$ cat src/rtl/regusage_pkg.sv
package regusage_pkg;

  // Action applied to one slot row in a cycle.
  typedef enum logic [1:0] {
    ROW_HOLD  = 2'd0,
    ROW_LOAD  = 2'd1,
    ROW_CLEAR = 2'd2
  } row_op_e;

  // A fill to a row outranks a completion of the same row.
  function automatic row_op_e pick_row_op(input logic fill_hit, input logic done_hit);
    if (fill_hit)      return ROW_LOAD;
    else if (done_hit) return ROW_CLEAR;
    else               return ROW_HOLD;
  endfunction

endpackage

$ cat src/rtl/ru_operand_decode.sv
module ru_operand_decode #(
  parameter int PHYS_W = 4,
  localparam int NREG  = 1 << PHYS_W
) (
  input  logic [PHYS_W-1:0] src0,
  input  logic              src0_en,
  input  logic [PHYS_W-1:0] src1,
  input  logic              src1_en,
  input  logic [PHYS_W-1:0] dst,
  input  logic              dst_en,
  output logic [NREG-1:0]   mask
);

  always_comb begin
    mask = '0;
    if (src0_en) mask[src0] = 1'b1;
    if (src1_en) mask[src1] = 1'b1;
    if (dst_en)  mask[dst]  = 1'b1;
  end

endmodule

$ cat src/rtl/ru_slot_row.sv
module ru_slot_row
  import regusage_pkg::*;
#(
  parameter int NREG = 16
) (
  input  logic            clk,
  input  logic            rst_n,
  input  row_op_e         op,
  input  logic [NREG-1:0] load_mask,
  output logic [NREG-1:0] row_q
);

  always_ff @(posedge clk or negedge rst_n) begin
    if (!rst_n) begin
      row_q <= '0;
    end else begin
      case (op)
        ROW_LOAD:  row_q <= load_mask;
        ROW_CLEAR: row_q <= '0;
        default:   row_q <= row_q;
      endcase
    end
  end

  assert_row_load_R3: assert property (@(posedge clk) disable iff (!rst_n)
    (op == ROW_LOAD) |=> (row_q == $past(load_mask)));

  assert_row_clear_R4: assert property (@(posedge clk) disable iff (!rst_n)
    (op == ROW_CLEAR) |=> (row_q == '0));

  assert_row_hold_R11: assert property (@(posedge clk) disable iff (!rst_n)
    (op == ROW_HOLD) |=> $stable(row_q));

endmodule

$ cat src/rtl/ru_map_row.sv
module ru_map_row #(
  parameter int PHYS_W = 4,
  parameter int VIRT_W = 3,
  localparam int NREG  = 1 << PHYS_W,
  localparam int NVIRT = 1 << VIRT_W
) (
  input  logic              clk,
  input  logic              rst_n,
  input  logic              map_en,
  input  logic [PHYS_W-1:0] map_new,
  input  logic              map_release,
  input  logic [PHYS_W-1:0] map_old,
  output logic [NREG-1:0]   map_q
);

  localparam logic [NREG-1:0] IDENT = {{(NREG-NVIRT){1'b0}}, {NVIRT{1'b1}}};

  logic [NREG-1:0] map_d;

  always_comb begin
    map_d = map_q;
    if (map_en) begin
      if (map_release) map_d[map_old] = 1'b0;
      map_d[map_new] = 1'b1;
    end
  end

  always_ff @(posedge clk or negedge rst_n) begin
    if (!rst_n) map_q <= IDENT;
    else        map_q <= map_d;
  end

  assert_map_set_R9: assert property (@(posedge clk) disable iff (!rst_n)
    map_en |=> map_q[$past(map_new)]);

  assert_map_release_R8: assert property (@(posedge clk) disable iff (!rst_n)
    (map_en && map_release && (map_old != map_new)) |=> !map_q[$past(map_old)]);

  assert_map_idle_R8: assert property (@(posedge clk) disable iff (!rst_n)
    !map_en |=> $stable(map_q));

endmodule

$ cat src/rtl/ru_column_or.sv
module ru_column_or #(
  parameter int ROWS = 7,
  parameter int NREG = 16
) (
  input  logic [ROWS-1:0][NREG-1:0] rows,
  output logic [NREG-1:0]           busy
);

  for (genvar c = 0; c < NREG; c++) begin : g_col
    logic [ROWS-1:0] column;
    for (genvar r = 0; r < ROWS; r++) begin : g_bit
      assign column[r] = rows[r][c];
    end
    assign busy[c] = |column;
  end

endmodule

$ cat src/rtl/regusage_matrix.sv
module regusage_matrix
  import regusage_pkg::*;
#(
  parameter int SLOTS  = 6,
  parameter int PHYS_W = 4,
  parameter int VIRT_W = 3,
  localparam int SLOT_W = (SLOTS > 1) ? $clog2(SLOTS) : 1,
  localparam int NREG   = 1 << PHYS_W,
  localparam int ROWS   = SLOTS + 1
) (
  input  logic              clk,
  input  logic              rst_n,
  input  logic              fill_en,
  input  logic [SLOT_W-1:0] fill_slot,
  input  logic [PHYS_W-1:0] fill_src0,
  input  logic              fill_src0_en,
  input  logic [PHYS_W-1:0] fill_src1,
  input  logic              fill_src1_en,
  input  logic [PHYS_W-1:0] fill_dst,
  input  logic              fill_dst_en,
  input  logic              done_en,
  input  logic [SLOT_W-1:0] done_slot,
  input  logic              map_en,
  input  logic [PHYS_W-1:0] map_new,
  input  logic              map_release,
  input  logic [PHYS_W-1:0] map_old,
  output logic [NREG-1:0]   busy_vec
);

  logic [NREG-1:0]           fill_mask;
  logic [ROWS-1:0][NREG-1:0] all_rows;

  ru_operand_decode #(.PHYS_W(PHYS_W)) u_decode (
    .src0    (fill_src0),
    .src0_en (fill_src0_en),
    .src1    (fill_src1),
    .src1_en (fill_src1_en),
    .dst     (fill_dst),
    .dst_en  (fill_dst_en),
    .mask    (fill_mask)
  );

  for (genvar k = 0; k < SLOTS; k++) begin : g_slot
    localparam logic [SLOT_W-1:0] IDX = SLOT_W'(k);
    row_op_e op;
    assign op = pick_row_op(fill_en && (fill_slot == IDX),
                            done_en && (done_slot == IDX));
    ru_slot_row #(.NREG(NREG)) u_row (
      .clk       (clk),
      .rst_n     (rst_n),
      .op        (op),
      .load_mask (fill_mask),
      .row_q     (all_rows[k])
    );
  end

  ru_map_row #(.PHYS_W(PHYS_W), .VIRT_W(VIRT_W)) u_map (
    .clk         (clk),
    .rst_n       (rst_n),
    .map_en      (map_en),
    .map_new     (map_new),
    .map_release (map_release),
    .map_old     (map_old),
    .map_q       (all_rows[SLOTS])
  );

  ru_column_or #(.ROWS(ROWS), .NREG(NREG)) u_or (
    .rows (all_rows),
    .busy (busy_vec)
  );

  // A fill that collides with a completion of the same slot must still show.
  assert_fill_wins_R5: assert property (@(posedge clk) disable iff (!rst_n)
    (fill_en && done_en && (fill_slot == done_slot) && (int'(fill_slot) < SLOTS))
    |=> ((busy_vec & $past(fill_mask)) == $past(fill_mask)));

  // The mapping row is always reflected in the busy vector.
  assert_busy_covers_map_R7: assert property (@(posedge clk) disable iff (!rst_n)
    ((busy_vec & all_rows[SLOTS]) == all_rows[SLOTS]));

endmodule

$ cat config.mk
export PLATFORM = sky130hd
export DESIGN_NAME = regusage_matrix
export DESIGN_NICKNAME = d
export VERILOG_FILES = /design/src/rtl/regusage_pkg.sv /design/src/rtl/ru_operand_decode.sv /design/src/rtl/ru_slot_row.sv /design/src/rtl/ru_map_row.sv /design/src/rtl/ru_column_or.sv /design/src/rtl/regusage_matrix.sv
export SDC_FILE = /design/constraint.sdc
export NUM_CORES = 1
export LEC_CHECK = 0
export BUFFER_PORTS_ARGS = -buffer_cell sky130_fd_sc_hd__buf_4
export CAP_MARGIN = 5
export CELL_PAD_IN_SITES_DETAIL_PLACEMENT = 0
export CELL_PAD_IN_SITES_GLOBAL_PLACEMENT = 1
export CORE_MARGIN = 2
export CORE_UTILIZATION = 27
export CTS_CLUSTER_SIZE = 40
export DETAILED_ROUTE_END_ITERATION = 6
export PLACE_DENSITY_LB_ADDON = 0.1
export SLEW_MARGIN = 20
export SYNTH_ARGS = -nofsm -noshare
export SYNTH_HDL_FRONTEND = slang
export SYNTH_SLANG_ARGS = --single-unit
$ cat constraint.sdc
create_clock -name clk -period 1.6 [get_ports clk]
set_input_delay 0.24 -clock clk [delete_from_list [all_inputs] [get_ports clk]]
set_output_delay 0.24 -clock clk [all_outputs]
set_load 0.005 [all_outputs]
After elaboration in Yosys (flattened, before gate mapping)
Index checks and enable logic that the tools add are counted.
Operators by class
  reduce and logical (&&, ||, !) cells: 41
  mux-type cells: 33
  magnitude comparators: 10
  bitwise logic cells: 5
  eq/ne operators: 22
Operators with widths (number)
  $pmux 16 s2: 6
  $reduce_or 7->1: 16
  $mux 16: 5
  $or 16x16->16: 3
  $lt 4x5->1 const B: 5
  $mux 2: 12
  $demux 1 s4: 5
  $ge 4x1->1 const B: 5
  $logic_and 1x1->1: 17
  $and 16x16->16: 1
  $not 16->16: 1
  $eq 2x1->1 const B: 6
  $eq 2x2->1 const B: 6
  $eq 3x2->1 const B: 4
  $eq 3x3->1 const B: 4
  $reduce_bool 2->1: 6
  $eq 3x1->1 const B: 2
  $logic_not 3->1: 2
  $mux 1: 5
Word-level totals
  word-level logic and storage cells: 118
  output and inout bits: 16
  register bits: 112

Logic depth before layout (Yosys ltp)
  depth after elaboration: 10
  depth in mapped cells: 5
  mapped depth without buffers: 3

By module
From an unflattened synthesis, not the netlist that was laid out.
Unflattened totals
  cell total of the unflattened synthesis: 616
  area total of the unflattened synthesis: 5625.4 µm²
By module, submodules not included
  ru_slot_row: area each 688.2 µm², sequential area each 400.4 µm², cells each 69, times used 6
  ru_map_row: area each 718.2 µm², sequential area each 410.4 µm², cells each 69, times used 1
  ru_operand_decode: area each 404.1 µm², sequential area each 0.0 µm², cells each 69, times used 1
  ru_column_or: area each 240.2 µm², sequential area each 0.0 µm², cells each 48, times used 1
  regusage_matrix: area each 133.9 µm², sequential area each 0.0 µm², cells each 16, times used 1

Least setup slack after synthesis
OpenSTA, ideal clock, no wires.
  path type: in2reg
  start point: input done_slot[2]
  end point: register g_slot[0].u_row.row_q[11]
  setup slack: 0.252 ns
  stages on the path: 5
  data required time: 1.457 ns
  path buffers: 2
  arrival: 1.205 ns
  cell sequence: or4b_1 > buf_2 > buf_6 > a21oi_2 > a31oi_1
On the way
  word-level cells in the longest chain between the ends: 6
  elaborated cells on any way between the ends: 8
RTL lines
  start, declared: line regusage_matrix.sv:22  | input logic [SLOT_W-1:0] done_slot,
  $logic_not 3->1 *: line regusage_matrix.sv:47  | done_en && (done_slot == IDX));
  $logic_and 1x1->1 *: line regusage_matrix.sv:47
  $mux 2 *: line regusage_pkg.sv:13  | else if (done_hit) return ROW_CLEAR;
  $mux 2 *: line regusage_pkg.sv:12  | if (fill_hit) return ROW_LOAD;
  $eq 2x2->1 / $eq 2x1->1 (equally long branches): line ru_slot_row.sv:17  | case (op)
  $pmux 16 s2 / $reduce_bool 2->1 (equally long branches)
  end signal, assigned: line ru_slot_row.sv:18  | ROW_LOAD: row_q <= load_mask;
  end signal, assigned: line ru_slot_row.sv:20  | default: row_q <= row_q;
  end, declared: line ru_slot_row.sv:10  | output logic [NREG-1:0] row_q
Every way passes the cells marked *; elsewhere a longest branch is shown, timed or not.
A chain may end at the register's enable or synchronous reset.

Worst setup path after layout
  start point: register g_slot[4].u_row.row_q[3]
  end point: output busy_vec[3]
On the way
  word-level cells in the longest chain between the ends: 1
RTL lines
  start, declared: line ru_slot_row.sv:10
  start signal, assigned: line ru_slot_row.sv:18
  start signal, assigned: line ru_slot_row.sv:20
  $reduce_or 7->1: line ru_column_or.sv:14  | assign busy[c] = |column;
  end, declared: line regusage_matrix.sv:27  | output logic [NREG-1:0] busy_vec
Every way passes these cells.

==> impl_metrics.yaml <==
floorplanning:
  dieHeight_um: 141
  coreArea_sq_um: 18600
  die_w_um: 141
  start_util: 0.273
  ios: 51
  num_rows: 50
  dieArea_sq_um: 19900
clock_tree:
  clockBufferDepth: 2
  htree_levels: 3
  cts_tree: "yes"
  clkTransAtPathRegs_ns: 0.07
  numCtsBuffers: 9
  clockRootBuffer: "clkbuf_16"
  cts.sinks: 112
  worstSkewPairLatency_ns: 0.35
logic_synthesis:
  avgSynthCellArea_sq_um: 10.1
  yosysMostFrequentCell: "dfrtp_1"
  ys_seq_elements: 112
  synth_edf_count: 0
  syn_inst: 500
  syn_nets: 535
  synthArstFlopShare: 1.00
  yosys.area.top_type_share: 0.514
  synth_common_cells: "dfrtp_1 (104), a31oi_1 (96), a21oi_1 (86), nand2_1 (33), o21ai_0 (30)"
  synthTopCellsByArea: "dfrtp_1 (51%), a31oi_1 (12%), a21oi_1 (8.5%), dfstp_2 (4.2%), o21ai_0 (3.0%)"
  synth_top_cell_by_area: "dfrtp_1"
  ys_types: 33
  synth_area_sq_um: 5060
  synth_warnings: 0
  synth_ff_type: "dfrtp_1"
  seq_area_frac_synth: 0.555
power:
  leakagePower_nw: 2.54
  clockPowerShare: 0.290
  pwr-share-comb: 0.182
  power.total_mw: 7.26
  switching_share: 0.293
  pwr-share-seq: 0.529
  irDropWorstVdd_uv: 395
  power-per-cell-area_nw_per_um2: 1130
  p_sw_mw: 2.13
  p_int_mw: 5.13
placed_design:
  gp_congestion: 0.734
  io_buffers: 50
  dp_hpwl_um: 11700
  dp_cells: 781
worst_setup_path:
  cp_slowest_cell: "dfrtp_1"
  worstPathMaxFanout: 2
  cp_num_buf_inv: 1
  start_kind: "flop"
  crit_family: "simple AND/OR/NAND/NOR gates"
  path_cells: "nor4_2 > nand2_1 > buf_6"
  path_class: "flop to output pin"
  cp.required_ns: 1.36
  startpoint: "g_slot[4].u_row.row_q[3]"
  slowest_delay_ns: 0.39
  reg2reg_depth: 3
  rr_startpoint: "g_slot[4].u_row.row_q[13]"
  crit_path_end_kind: "output pin"
  rrSetupSlack_ns: 0.74
  worstPathArrival_ns: 1.35
  worstReg2RegEnd: "g_slot[4].u_row.row_q[13]"
sta:
  fin_crit_sh: 0.993
  finClkSkew_ns: 0
  slew_viol_final: 0
  tightest_slew_ns: 0.755
  whs_ns: 0.165
  max_freq_mhz: 629
  hold_viol_final: 0
  setup_viol_count_final: 0
  fin_crit_ns: 1.59
  rsz0062_at_grt: "yes"
  slew_headroom: 0.496
grt:
  top_usage_layer: "met2"
  grt_pass1_wl_um: 26600
  grt_pass1_vias: 4352
  met1_usage: 0.261
  grt_use_met2: 0.277
  met3_usage: 0.0255
  grt_overflow: 0
  antenna_found_initial: 0
  grt_max_degree: 85
  gr-usage-all-layers: 0.181
min_path:
  hold_path.class: "input port to flop"
  min_from: "map_new[3]"
  hold_path_depth: 3
  hold_end: "u_map.map_q[0]"
final_layout:
  nets: 597
  post_route_cells_drive_above_1_share: 0.249
  area_growth_pct: 26.8
  diodes: 0
  final_cells: 801
drt:
  antenna_left: 0
  drtPass1Iterations: 4
  vias: 4439
  drtIter0Drc: 288
  wire_per_inst_um: 21.8
  vias_per_cell: 5.54
  drc: 0
  totalWireLength_um: 17500
run_status:
  status: "finished, final reports clean"
job:
  drv_cap: 0
## per-layer routing
layer / wire length (um) / vias up
met5: 0 / -
met4: 376 / 0
met3: 708 / 27
met2: 7830 / 134
met1: 8580 / 2214
li1: - / 2064
## worst register-to-register path, stage by stage (launching register included)
cell and delay [ns]:
dfrtp_1 0.42, buf_4 0.14, a21oi_1 0.11, a31oi_1 0.05
## what timing repair did
action                     4_1_cts  5_1_grt
hold buffers                     1        0
gates resized for setup         12       15
setup buffers                    1        2
setup endpoints to repair        9       15
pin swaps                        7       11
hold endpoints to repair       104        0
## worst max-delay path by stage
stage | to | cells after the start
after global routing | busy_vec[11] | 3
final | busy_vec[3] | 3
after CTS | busy_vec[7] | 3
after global placement | g_slot[3].u_row.row_q[10] | 4
after detailed placement | g_slot[2].u_row.row_q[9] | 4
after floorplan | g_slot[0].u_row.row_q[11] | 5
## layout make-up
type	count	area, sq um
Tap cell	234	293
Sequential cell	112	2810
Fill cell	1864	12200
Timing Repair Buffer	84	764
Clock buffer	10	229
Clock inverter	6	36.3
Multi-Input combinational cell	355	2280
## power by group through the flow
stage | registers [mW] | clock network [mW] | logic [mW]
floorplan | 3.68 | 0 | 0.782
global placement | 3.80 | 0 | 1.22
detailed placement | 3.81 | 0 | 1.25
CTS | 3.79 | 2.16 | 1.29
global route | 3.91 | 2.28 | 1.50
finish | 3.84 | 2.10 | 1.32
## flip-flops by register name (all words and copies together), names as in the netlist
signal              count
g_slot.u_row.row_q     96
u_map.map_q            16
## cell families (layout without fill, tap and decap cells)
kind of cell           Yosys count  count (layout)  synth area share
AOI/OAI and AO/OA              240             240             0.277
buffers and inverters           33             100            0.0309
DFF                            112             112             0.555
and+or+nand+nor                115             115             0.137
## per-stage QoR
step / utilization / TNS [ns] / cell area [sq um] / setup WS (ns)
finish: 0.345 / 0 / 6420 / 0.0113
CTS: 0.340 / -0.0398 / 6320 / -0.0293
global route: 0.345 / -0.137 / 6420 / -0.0336
floorplan: - / 0 / 5060 / 0.252
detailed placement: 0.321 / 0 / 5970 / 0.0712
global placement: 0.321 / 0 / 5970 / 0.0999
## placed cells by master, fill, tap and decap left out, drive strengths merged, types with 5 or more instances in the layout
master,count
nor4,16
buf,83
nor3,16
a21oi,96
clkbuf,10
o21ai,32
nand2,33
clkinv,5
a31oi,96
and3b,6
nor2b,6
dfrtp,104
dfstp,8
a22oi,13
(Power assumes the default switching activity.)
